$ cat src/rtl/mhf_pkg.sv
package mhf_pkg;
  typedef struct packed {
    logic promisc;
    logic all_mcast;
    logic hash_mcast;
  } mhf_mode_t;

  localparam logic [31:0] ETH_CRC_POLY = 32'h04C1_1DB7;
endpackage

$ cat src/rtl/mhf_crc_unit.sv
module mhf_crc_unit #(
  parameter int          CRC_W  = 32,
  parameter int          DATA_W = 8,
  parameter logic [CRC_W-1:0] POLY = 32'h04C1_1DB7
) (
  input  logic              clk_i,
  input  logic              rst_ni,
  input  logic              en_i,
  input  logic              restart_i,
  input  logic [DATA_W-1:0] data_i,
  output logic [CRC_W-1:0]  crc_next_o
);
  logic [CRC_W-1:0] crc_q;

  // serial LSB-first update, unrolled over one byte
  always_comb begin
    logic [CRC_W-1:0] c;
    logic             fb;
    c = restart_i ? {CRC_W{1'b1}} : crc_q;
    for (int i = 0; i < DATA_W; i++) begin
      fb = c[CRC_W-1] ^ data_i[i];
      c  = {c[CRC_W-2:0], 1'b0};
      if (fb) c = c ^ POLY;
    end
    crc_next_o = c;
  end

  always_ff @(posedge clk_i or negedge rst_ni) begin
    if (!rst_ni)   crc_q <= {CRC_W{1'b1}};
    else if (en_i) crc_q <= crc_next_o;
  end
endmodule

$ cat src/rtl/mhf_addr_shift.sv
module mhf_addr_shift #(
  parameter int N_BYTES = 6,
  localparam int ADDR_W = N_BYTES * 8,
  localparam int CNT_W  = (N_BYTES > 1) ? $clog2(N_BYTES) : 1
) (
  input  logic              clk_i,
  input  logic              rst_ni,
  input  logic              valid_i,
  input  logic [7:0]        byte_i,
  output logic              first_o,
  output logic              last_o,
  output logic [ADDR_W-1:0] addr_next_o
);
  logic [CNT_W-1:0]  cnt_q;
  logic [ADDR_W-1:0] addr_q;

  assign first_o = (cnt_q == '0);
  assign last_o  = (cnt_q == CNT_W'(N_BYTES - 1));

  generate
    if (N_BYTES > 1) begin : g_multi
      assign addr_next_o = {addr_q[ADDR_W-9:0], byte_i};
    end else begin : g_single
      assign addr_next_o = byte_i;
    end
  endgenerate

  always_ff @(posedge clk_i or negedge rst_ni) begin
    if (!rst_ni) begin
      cnt_q  <= '0;
      addr_q <= '0;
    end else if (valid_i) begin
      addr_q <= addr_next_o;
      cnt_q  <= last_o ? '0 : cnt_q + 1'b1;
    end
  end


  cnt_range_chk: assert property (@(posedge clk_i) disable iff (!rst_ni)
    cnt_q <= CNT_W'(N_BYTES - 1));


  cnt_idle_chk: assert property (@(posedge clk_i) disable iff (!rst_ni)
    !valid_i |=> $stable(cnt_q));
endmodule

$ cat src/rtl/mhf_decide.sv
module mhf_decide
  import mhf_pkg::*;
#(
  parameter int N_BYTES   = 6,
  parameter int HASH_BITS = 6,
  localparam int ADDR_W  = N_BYTES * 8,
  localparam int TABLE_W = 1 << HASH_BITS
) (
  input  logic [ADDR_W-1:0]    addr_i,
  input  logic [ADDR_W-1:0]    station_i,
  input  logic [TABLE_W-1:0]   table_i,
  input  logic [HASH_BITS-1:0] hash_idx_i,
  input  mhf_mode_t            mode_i,
  output logic                 accept_o
);
  logic group_addr, bcast, ucast_hit, bin_hit;

  // group bit: bit 0 of the first byte on the wire
  assign group_addr = addr_i[ADDR_W-8];
  assign bcast      = &addr_i;
  assign ucast_hit  = (addr_i == station_i);
  assign bin_hit    = table_i[hash_idx_i];

  always_comb begin
    if (mode_i.promisc || bcast)
      accept_o = 1'b1;
    else if (group_addr)
      accept_o = mode_i.all_mcast || (mode_i.hash_mcast && bin_hit);
    else
      accept_o = ucast_hit;
  end
endmodule

$ cat src/rtl/mcast_hash_filter.sv
module mcast_hash_filter
  import mhf_pkg::*;
#(
  parameter int ADDR_BYTES = 6,
  parameter int HASH_BITS  = 6,
  parameter int CRC_W      = 32,
  parameter logic [CRC_W-1:0] CRC_POLY = ETH_CRC_POLY,
  localparam int ADDR_W  = ADDR_BYTES * 8,
  localparam int TABLE_W = 1 << HASH_BITS
) (
  input  logic               clk_i,
  input  logic               rst_ni,
  input  logic               byte_valid_i,
  input  logic [7:0]         byte_i,
  input  logic               promisc_i,
  input  logic               all_mcast_i,
  input  logic               hash_mcast_i,
  input  logic [TABLE_W-1:0] hash_table_i,
  input  logic [ADDR_W-1:0]  station_addr_i,
  output logic               done_o,
  output logic               accept_o
);
  logic              first_b, last_b, decision;
  logic [ADDR_W-1:0] addr_next;
  logic [CRC_W-1:0]  crc_next;
  mhf_mode_t         mode;

  assign mode = '{promisc: promisc_i, all_mcast: all_mcast_i, hash_mcast: hash_mcast_i};

  mhf_addr_shift #(.N_BYTES(ADDR_BYTES)) u_shift (
    .clk_i       (clk_i),
    .rst_ni      (rst_ni),
    .valid_i     (byte_valid_i),
    .byte_i      (byte_i),
    .first_o     (first_b),
    .last_o      (last_b),
    .addr_next_o (addr_next)
  );

  mhf_crc_unit #(.CRC_W(CRC_W), .DATA_W(8), .POLY(CRC_POLY)) u_crc (
    .clk_i      (clk_i),
    .rst_ni     (rst_ni),
    .en_i       (byte_valid_i),
    .restart_i  (first_b),
    .data_i     (byte_i),
    .crc_next_o (crc_next)
  );

  mhf_decide #(.N_BYTES(ADDR_BYTES), .HASH_BITS(HASH_BITS)) u_decide (
    .addr_i     (addr_next),
    .station_i  (station_addr_i),
    .table_i    (hash_table_i),
    .hash_idx_i (crc_next[CRC_W-1 -: HASH_BITS]),
    .mode_i     (mode),
    .accept_o   (decision)
  );

  always_ff @(posedge clk_i or negedge rst_ni) begin
    if (!rst_ni) begin
      done_o   <= 1'b0;
      accept_o <= 1'b0;
    end else begin
      done_o <= byte_valid_i && last_b;
      if (byte_valid_i && last_b) accept_o <= decision;
    end
  end


  done_single_chk: assert property (@(posedge clk_i) disable iff (!rst_ni)
    done_o |=> !done_o);


  promisc_accept_chk: assert property (@(posedge clk_i) disable iff (!rst_ni)
    (byte_valid_i && last_b && promisc_i) |=> (done_o && accept_o));


  bcast_accept_chk: assert property (@(posedge clk_i) disable iff (!rst_ni)
    (byte_valid_i && last_b && (&addr_next)) |=> accept_o);


  ucast_miss_chk: assert property (@(posedge clk_i) disable iff (!rst_ni)
    (byte_valid_i && last_b && !promisc_i && !addr_next[ADDR_W-8]
     && addr_next != station_addr_i) |=> !accept_o);


  mcast_off_chk: assert property (@(posedge clk_i) disable iff (!rst_ni)
    (byte_valid_i && last_b && addr_next[ADDR_W-8] && !(&addr_next)
     && !promisc_i && !all_mcast_i && !hash_mcast_i) |=> !accept_o);


  accept_hold_chk: assert property (@(posedge clk_i) disable iff (!rst_ni)
    !done_o |-> $stable(accept_o));
endmodule

$ cat config.mk
export PLATFORM = sky130hd
export DESIGN_NAME = mcast_hash_filter
export DESIGN_NICKNAME = d
export VERILOG_FILES = /design/src/rtl/mhf_pkg.sv /design/src/rtl/mhf_crc_unit.sv /design/src/rtl/mhf_addr_shift.sv /design/src/rtl/mhf_decide.sv /design/src/rtl/mcast_hash_filter.sv
export SDC_FILE = /design/constraint.sdc
export NUM_CORES = 1
export LEC_CHECK = 0
export BUFFER_PORTS_ARGS = -buffer_cell sky130_fd_sc_hd__buf_2
export CAP_MARGIN = 10
export CORE_MARGIN = 2
export CORE_UTILIZATION = 54
export CTS_BUF_LIST = sky130_fd_sc_hd__clkbuf_8 sky130_fd_sc_hd__clkbuf_16
export CTS_CLUSTER_DIAMETER = 60
export DETAILED_ROUTE_END_ITERATION = 8
export PLACE_DENSITY = 0.9
export SYNTH_ARGS = -nofsm -noshare
export SYNTH_HDL_FRONTEND = slang
export SYNTH_SLANG_ARGS = --single-unit
$ cat constraint.sdc
create_clock -name clk_i -period 3.75 [get_ports clk_i]
set_input_delay 0.75 -clock clk_i [delete_from_list [all_inputs] [get_ports clk_i]]
set_output_delay 0.75 -clock clk_i [all_outputs]
set_load 0.01 [all_outputs]
==> qor.csv, run 1 <==
metric,value,unit
fin crit share,0.8317,
first-pass GRT wire length,22.33,mm
Post-synth EDFFs,0,
critical path arrival,3.38,ns
Peak supply drop,0.0005696,V
Slew Limit Headroom,0.3070,
"reg-to-reg slack, setup",0.63,ns
Critical Path Source Type,flop,
Pins Over Slew Limit,0,
HPWL Detailed,10.55,mm
register area share after synthesis,0.3761,
vias in the first global route,4537,
global placer's final weighted congestion,0.8895,
Skew-Pair Late Insertion Delay,0.37,ns
Synth area leader,dfrtp_1,
Syn Std Cell Area,5230,sq um
htree depth,3,
top_reg_cell synth,dfrtp_1,
DRT Pass-1 Iters,5,
initial DRC count,245,
cts hold-fix bufs,0,
min cycle time layout,3.119,ns
CTS buffer count,9,
RSZ-0062 raised after global routing,no,
layout net count,736,
share of layout cells above drive strength 1,0.4195,
Register-to-Register Path Depth,10,
RR Endpoint,accept_o$_DFFE_PN0P_,
CP Max Fanout,11,
initial antenna violation count,0,
f_max,320.6,MHz
final number of hold-violating endpoints,0,
IO Port Bufs,127,
"top cells by area, synth","dfrtp_1 (22%), xnor2_1 (20%), dfstp_2 (16%)",
Via density,5.796,
Top-Level Pins,128,
GR Util All Layers,0.2804,
syn nets,617,
CTS tree,done,
post-synth cell types,45,
total wire length,14.12,mm
CTS root buffer,clkbuf_8,
Final Setup Violations,0,
Async SR Flop Fraction,1.000,
Reg-to-Reg Start,u_crc.crc_q[31]$_DFFE_PN1P_,
synthesis warning total,0,
Yosys reg bits,77,
Static Leak,0.002519,uW
Hold Path Class,input pin to asynchronous set/reset pin,
status,completed,
pin count of the biggest net entering global routing,91,
Setup crit end kind,flop,
row cnt,35,
die area,10490,sq um
clock skew,0.01314,ns
proportion of netlist area held by the largest area contributor,0.2153,
die span in x,102.4,microns
post_cts resized,0,
post-synthesis cell count,491,
most instantiated library cell after synthesis,xnor2_1,
synthesis-to-layout area growth,18.66,%
Worst Tran Pin Value,1.040,ns
"Avg Cell Area, Syn",10.65,sq um
GRT overflow,0,
final antenna-violating net count,0,
# diodes,0,
Vias,4312,
initial core utilization,0.5607,
clock slew at reported path FFs,0.09,ns
"top cells by count, synth","xnor2_1 (122), mux2_2 (60), nor2_1 (56)",
Routed wire per std cell,18.97,microns
design area,6206,sq um
clock buffer depth,2,
core region area,9328,sq um
PwrDens,1247,nW/um^2
critical path class,flop to flop,
Max Cap Viol,0,
DP Area,5986,sq um
DRC viols,0,
final setup TNS,0,ns
Post-CTS Setup Inserts,0,
CTS Sinks,77,
worst path required time,4.01,ns
Die Ht,102.4,microns
-- where the power goes --
part / switching, uW / total, uW / leakage, uW / internal, uW
Clock: 339 / 717 / 0.000114 / 378
Combinational: 2640 / 5390 / 0.00153 / 2750
Sequential: 342 / 1640 / 0.000874 / 1290
-- worst max-delay path by stage --
| stage | slack, ns | endpoint | start | cells after the start |
|---|---|---|---|---|
| after floorplan | 0.69 | accept_o$_DFFE_PN0P_ | byte_i[3] | 9 |
| after CTS | 0.68 | accept_o$_DFFE_PN0P_ | u_crc.crc_q[31]$_DFFE_PN1P_ | 10 |
| after global placement | 0.56 | accept_o$_DFFE_PN0P_ | byte_i[2] | 10 |
| after global routing | 0.49 | accept_o$_DFFE_PN0P_ | u_crc.crc_q[31]$_DFFE_PN1P_ | 10 |
| after detailed placement | 0.46 | accept_o$_DFFE_PN0P_ | byte_i[2] | 10 |
| final | 0.63 | accept_o$_DFFE_PN0P_ | u_crc.crc_q[31]$_DFFE_PN1P_ | 10 |
-- critical path, stage by stage, from the launching register on --
cell      delay (ns)
dfstp_2         0.66
xnor2_1         0.21
xor3_1          0.40
or3_1           0.36
nand2_1         0.20
buf_4           0.23
mux2_2          0.35
a21oi_1         0.15
o31ai_1         0.09
a211oi_1        0.27
nor2_1          0.08
-- through the flow --
step	hold WS (ns)	setup slack [ns]	cells	util	power, uW
5_1_grt	0.4965	0.4937	744	0.6653	8309
2_1_floorplan	0.4544	0.6879	491	-	5893
3_3_place_gp	0.4916	0.5643	728	0.6417	6732
3_5_place_dp	0.5021	0.4581	728	0.6417	6939
4_1_cts	0.4681	0.6821	744	0.6653	7724
6_report	0.4535	0.6312	744	0.6653	7739
-- layout make-up --
cell class,instances,area [sq um]
clock inverters,7,96.34
fillers,702,3122
multi-input cells,382,3127
clock buffers,9,123.9
inverters,4,15.01
well taps,129,161.4
repair buffers,136,715.7
flip-flops and latches,77,1967
-- metal layers --
| metal | wire length [microns] | track usage | vias to the layer above |
|---|---|---|---|
| li1 | - | - | 1952 |
| met1 | 5486 | 0.3276 | 2109 |
| met2 | 7148 | 0.4853 | 212 |
| met3 | 1092 | 0.07524 | 39 |
| met4 | 389 | 0.1231 | 0 |
| met5 | 0 | 0 | - |
-- sequential cells by signal, summed over array words and instances, names as in the netlist --
register / cells
u_crc.crc_q: 32
u_shift.addr_q: 40
done_o: 1
u_shift.cnt_q: 3
accept_o: 1
-- placed cells by master (no fill, tap or decap), types with 2 or more instances in the layout --
cell type  synthesis  routed
inv_6              0       2
o21ai_0            8       8
nor2_1            56      56
xor2_1            19      19
a21oi_1           20      20
xnor2_1          122     122
nand2_1            9       9
nor3_1             4       4
mux2i_1            4       4
or3_1              2       2
nor4_1             6       6
clkbuf_8           0       9
buf_2              6     127
dfstp_2           32      32
a22oi_1            4       4
dfrtp_1           45      45
mux4_2            11      11
inv_1              4       4
mux2_2            60      60
buf_4              0       8
o2111ai_1          2       2
bufinv_16          0       2
clkinv_2           0       2
nand4_1           23      23
nand3_1           11      11
-- logic make-up after synthesis --
group / synth area share
XOR/XNOR: 0.2502
AND/OR/NAND/NOR: 0.1081
flip-flops: 0.3761
multiplexers: 0.1842
AO/OA/AOI/OAI: 0.05527
buffers and inverters: 0.02607
Note: power is estimated with default switching activity, not from simulation.
==> inputs of run 2 (changes only) <==
- CORE_UTILIZATION: 54 -> 49
- PLACE_DENSITY: 0.9 -> 0.86
- clock period: 3.75 -> 2.6 ns (I/O delays scaled with it)
==> run 2 against run 1 <==
  * The flow now finishes with violations (negative setup slack)
  * Routed wire length grew 6.5%
  * Total power grew 67%
  * Sequential cell count is the same
  * Setup slack lost 0.73 ns
  * Combinational power grew 76%
  * Global-route usage shrank 2.0 points
  * Sequential power grew 39%
==> qor.csv, run 2 (same netlist as run 1, synthesis figures left out) <==
metric,value,unit
pin count of the biggest net entering global routing,91,
IO Port Bufs,127,
DRT Pass-1 Iters,5,
clock slew at reported path FFs,0.09,ns
Skew-Pair Late Insertion Delay,0.36,ns
Top-Level Pins,128,
die span in x,107.3,microns
CP Cell Sequence,nor3_4 -> nor2_2 -> xnor2_4 -> xnor3_2 -> buf_12 -> mux4_2 -> nand3_1 -> a31oi_1 -> a211oi_2 -> nor2_1,
Peak supply drop,0.001156,V
die area,11520,sq um
Max Cap Viol,0,
Die Ht,107.3,microns
CTS tree,done,
synthesis-to-layout area growth,29.52,%
top flop regs,"u_shift.addr_q (40), u_crc.crc_q (32), u_shift.cnt_q (3)",
Fill cells,768,
Vias,4461,
Via density,5.569,
f_max,370.0,MHz
HPWL Detailed,11.14,mm
critical path class,flop to flop,
worst path required time,2.85,ns
vias in the first global route,4597,
failing checks,negative setup slack,
clock buffer depth,2,
DP Area,6401,sq um
Hold Path Class,input pin to asynchronous set/reset pin,
DP Worst Slack,-0.3068,ns
RSZ-0062 raised after global routing,yes,
CP max stage delay,0.50,ns
total wire length,15.03,mm
CTS buffer count,9,
Post-Place Cells,781,
layout net count,786,
fin crit share,1.039,
area of the multi-input gates,3233,sq um
GRT overflow,0,
Worst Tran Pin Value,1.052,ns
count of non-filler cells in the finished layout,801,
CP max stage cell,mux4_2,
DRC viols,0,
final antenna-violating net count,0,
global placer's final weighted congestion,0.8833,
clock skew,0.01057,ns
initial core utilization,0.5066,
initial DRC count,255,
first-pass GRT wire length,22.97,mm
design area,6774,sq um
Pins Over Slew Limit,0,
CTS Sinks,77,
CP Max Fanout,13,
initial antenna violation count,0,
max reg flops,40,
GR Util All Layers,0.2600,
min cycle time layout,2.702,ns
status,finished with violations,
critical path arrival,2.95,ns
Routed wire per std cell,18.76,microns
htree depth,3,
core region area,10320,sq um
total power,12890,uW
final number of hold-violating endpoints,0,
share of layout cells above drive strength 1,0.4842,
PwrDens,1904,nW/um^2
Critical Path Source Type,flop,
CTS root buffer,clkbuf_8,
Slew Limit Headroom,0.2985,
worst setup margin,-0.1025,ns
most frequent cells in the layout,"buf_2 (127), xnor2_1 (115), mux2_2 (60)",
"commonest non-fill, non-tap cell in the layout",buf_2,
Static Leak,0.002832,uW
Setup crit end kind,flop,
Final Setup Violations,1,
# diodes,0,
cts hold-fix bufs,0,
most flop-heavy register,u_shift.addr_q,
flip-flop and latch area,1967,sq um
row cnt,37,
==> run 2: where the power goes <==
part	leakage, uW	switching (uW)	internal, uW
clock network	0.000121	462	634
registers	0.000874	421	1860
logic	0.00184	4380	5140
total	0.00283	5260	7630
==> run 2: worst paths after layout <==
check | from | endpoint | slack (ns) | cells after the start
max reg2reg | u_shift.cnt_q[2]$_DFFE_PN0P_ | accept_o$_DFFE_PN0P_ | -0.10 | 10
max | u_shift.cnt_q[2]$_DFFE_PN0P_ | accept_o$_DFFE_PN0P_ | -0.10 | 10
min in group clk_i | u_crc.crc_q[15]$_DFFE_PN1P_ | u_crc.crc_q[15]$_DFFE_PN1P_ | 0.50 | 2
min reg2reg | u_crc.crc_q[15]$_DFFE_PN1P_ | u_crc.crc_q[15]$_DFFE_PN1P_ | 0.50 | 2
max in group asynchronous | rst_ni | u_crc.crc_q[24]$_DFFE_PN1P_ | 1.77 | 2
min | rst_ni | u_shift.addr_q[27]$_DFFE_PN0P_ | 0.11 | 1
==> run 2: routing by layer <==
metal,track usage,wire length (microns),vias to the layer above
met3,0.04661,1045,35
met1,0.3288,6013,2165
met4,0.08813,341,0
met2,0.4485,7629,201
li1,-,-,2060
met5,0,0,-
==> run 2: area by class of cell <==
type                       instances  share of cell area
clock buffer                       9             0.01829
timing repair buffer             186              0.1697
tap                              136             0.02512
clock inverter                     7             0.01699
multi-input combinational        382              0.4773
sequential                        77              0.2904
inverter                           4            0.002216
==> run 2: critical path: cells and delay by family (launching register included) <==
family / cells / cell delay [ns]
multiplexers: 1 / 0.50
AND/OR/NAND/NOR: 4 / 0.57
flip-flops: 1 / 0.44
buffers and inverters: 1 / 0.18
XOR/XNOR: 2 / 0.57
AO/OA/AOI/OAI: 2 / 0.34
==> run 2: repair_timing <==
item / CTS / global route
gates cloned: 0 / 1
resized for setup: 4 / 12
endpoints found under the setup margin: 3 / 5
pin swaps: 0 / 5
buffers inserted: 0 / 3
==> run 2: metrics by stage <==
stage	TNS, ns	utilization	hold slack (ns)
2_1_floorplan	-0.03323	-	0.2244
3_3_place_gp	-0.2441	0.6200	0.4900
3_5_place_dp	-0.3147	0.6200	0.4918
4_1_cts	-0.07089	0.6448	0.1108
5_1_grt	-0.2664	0.6562	0.1377
6_report	-0.1025	0.6562	0.1070
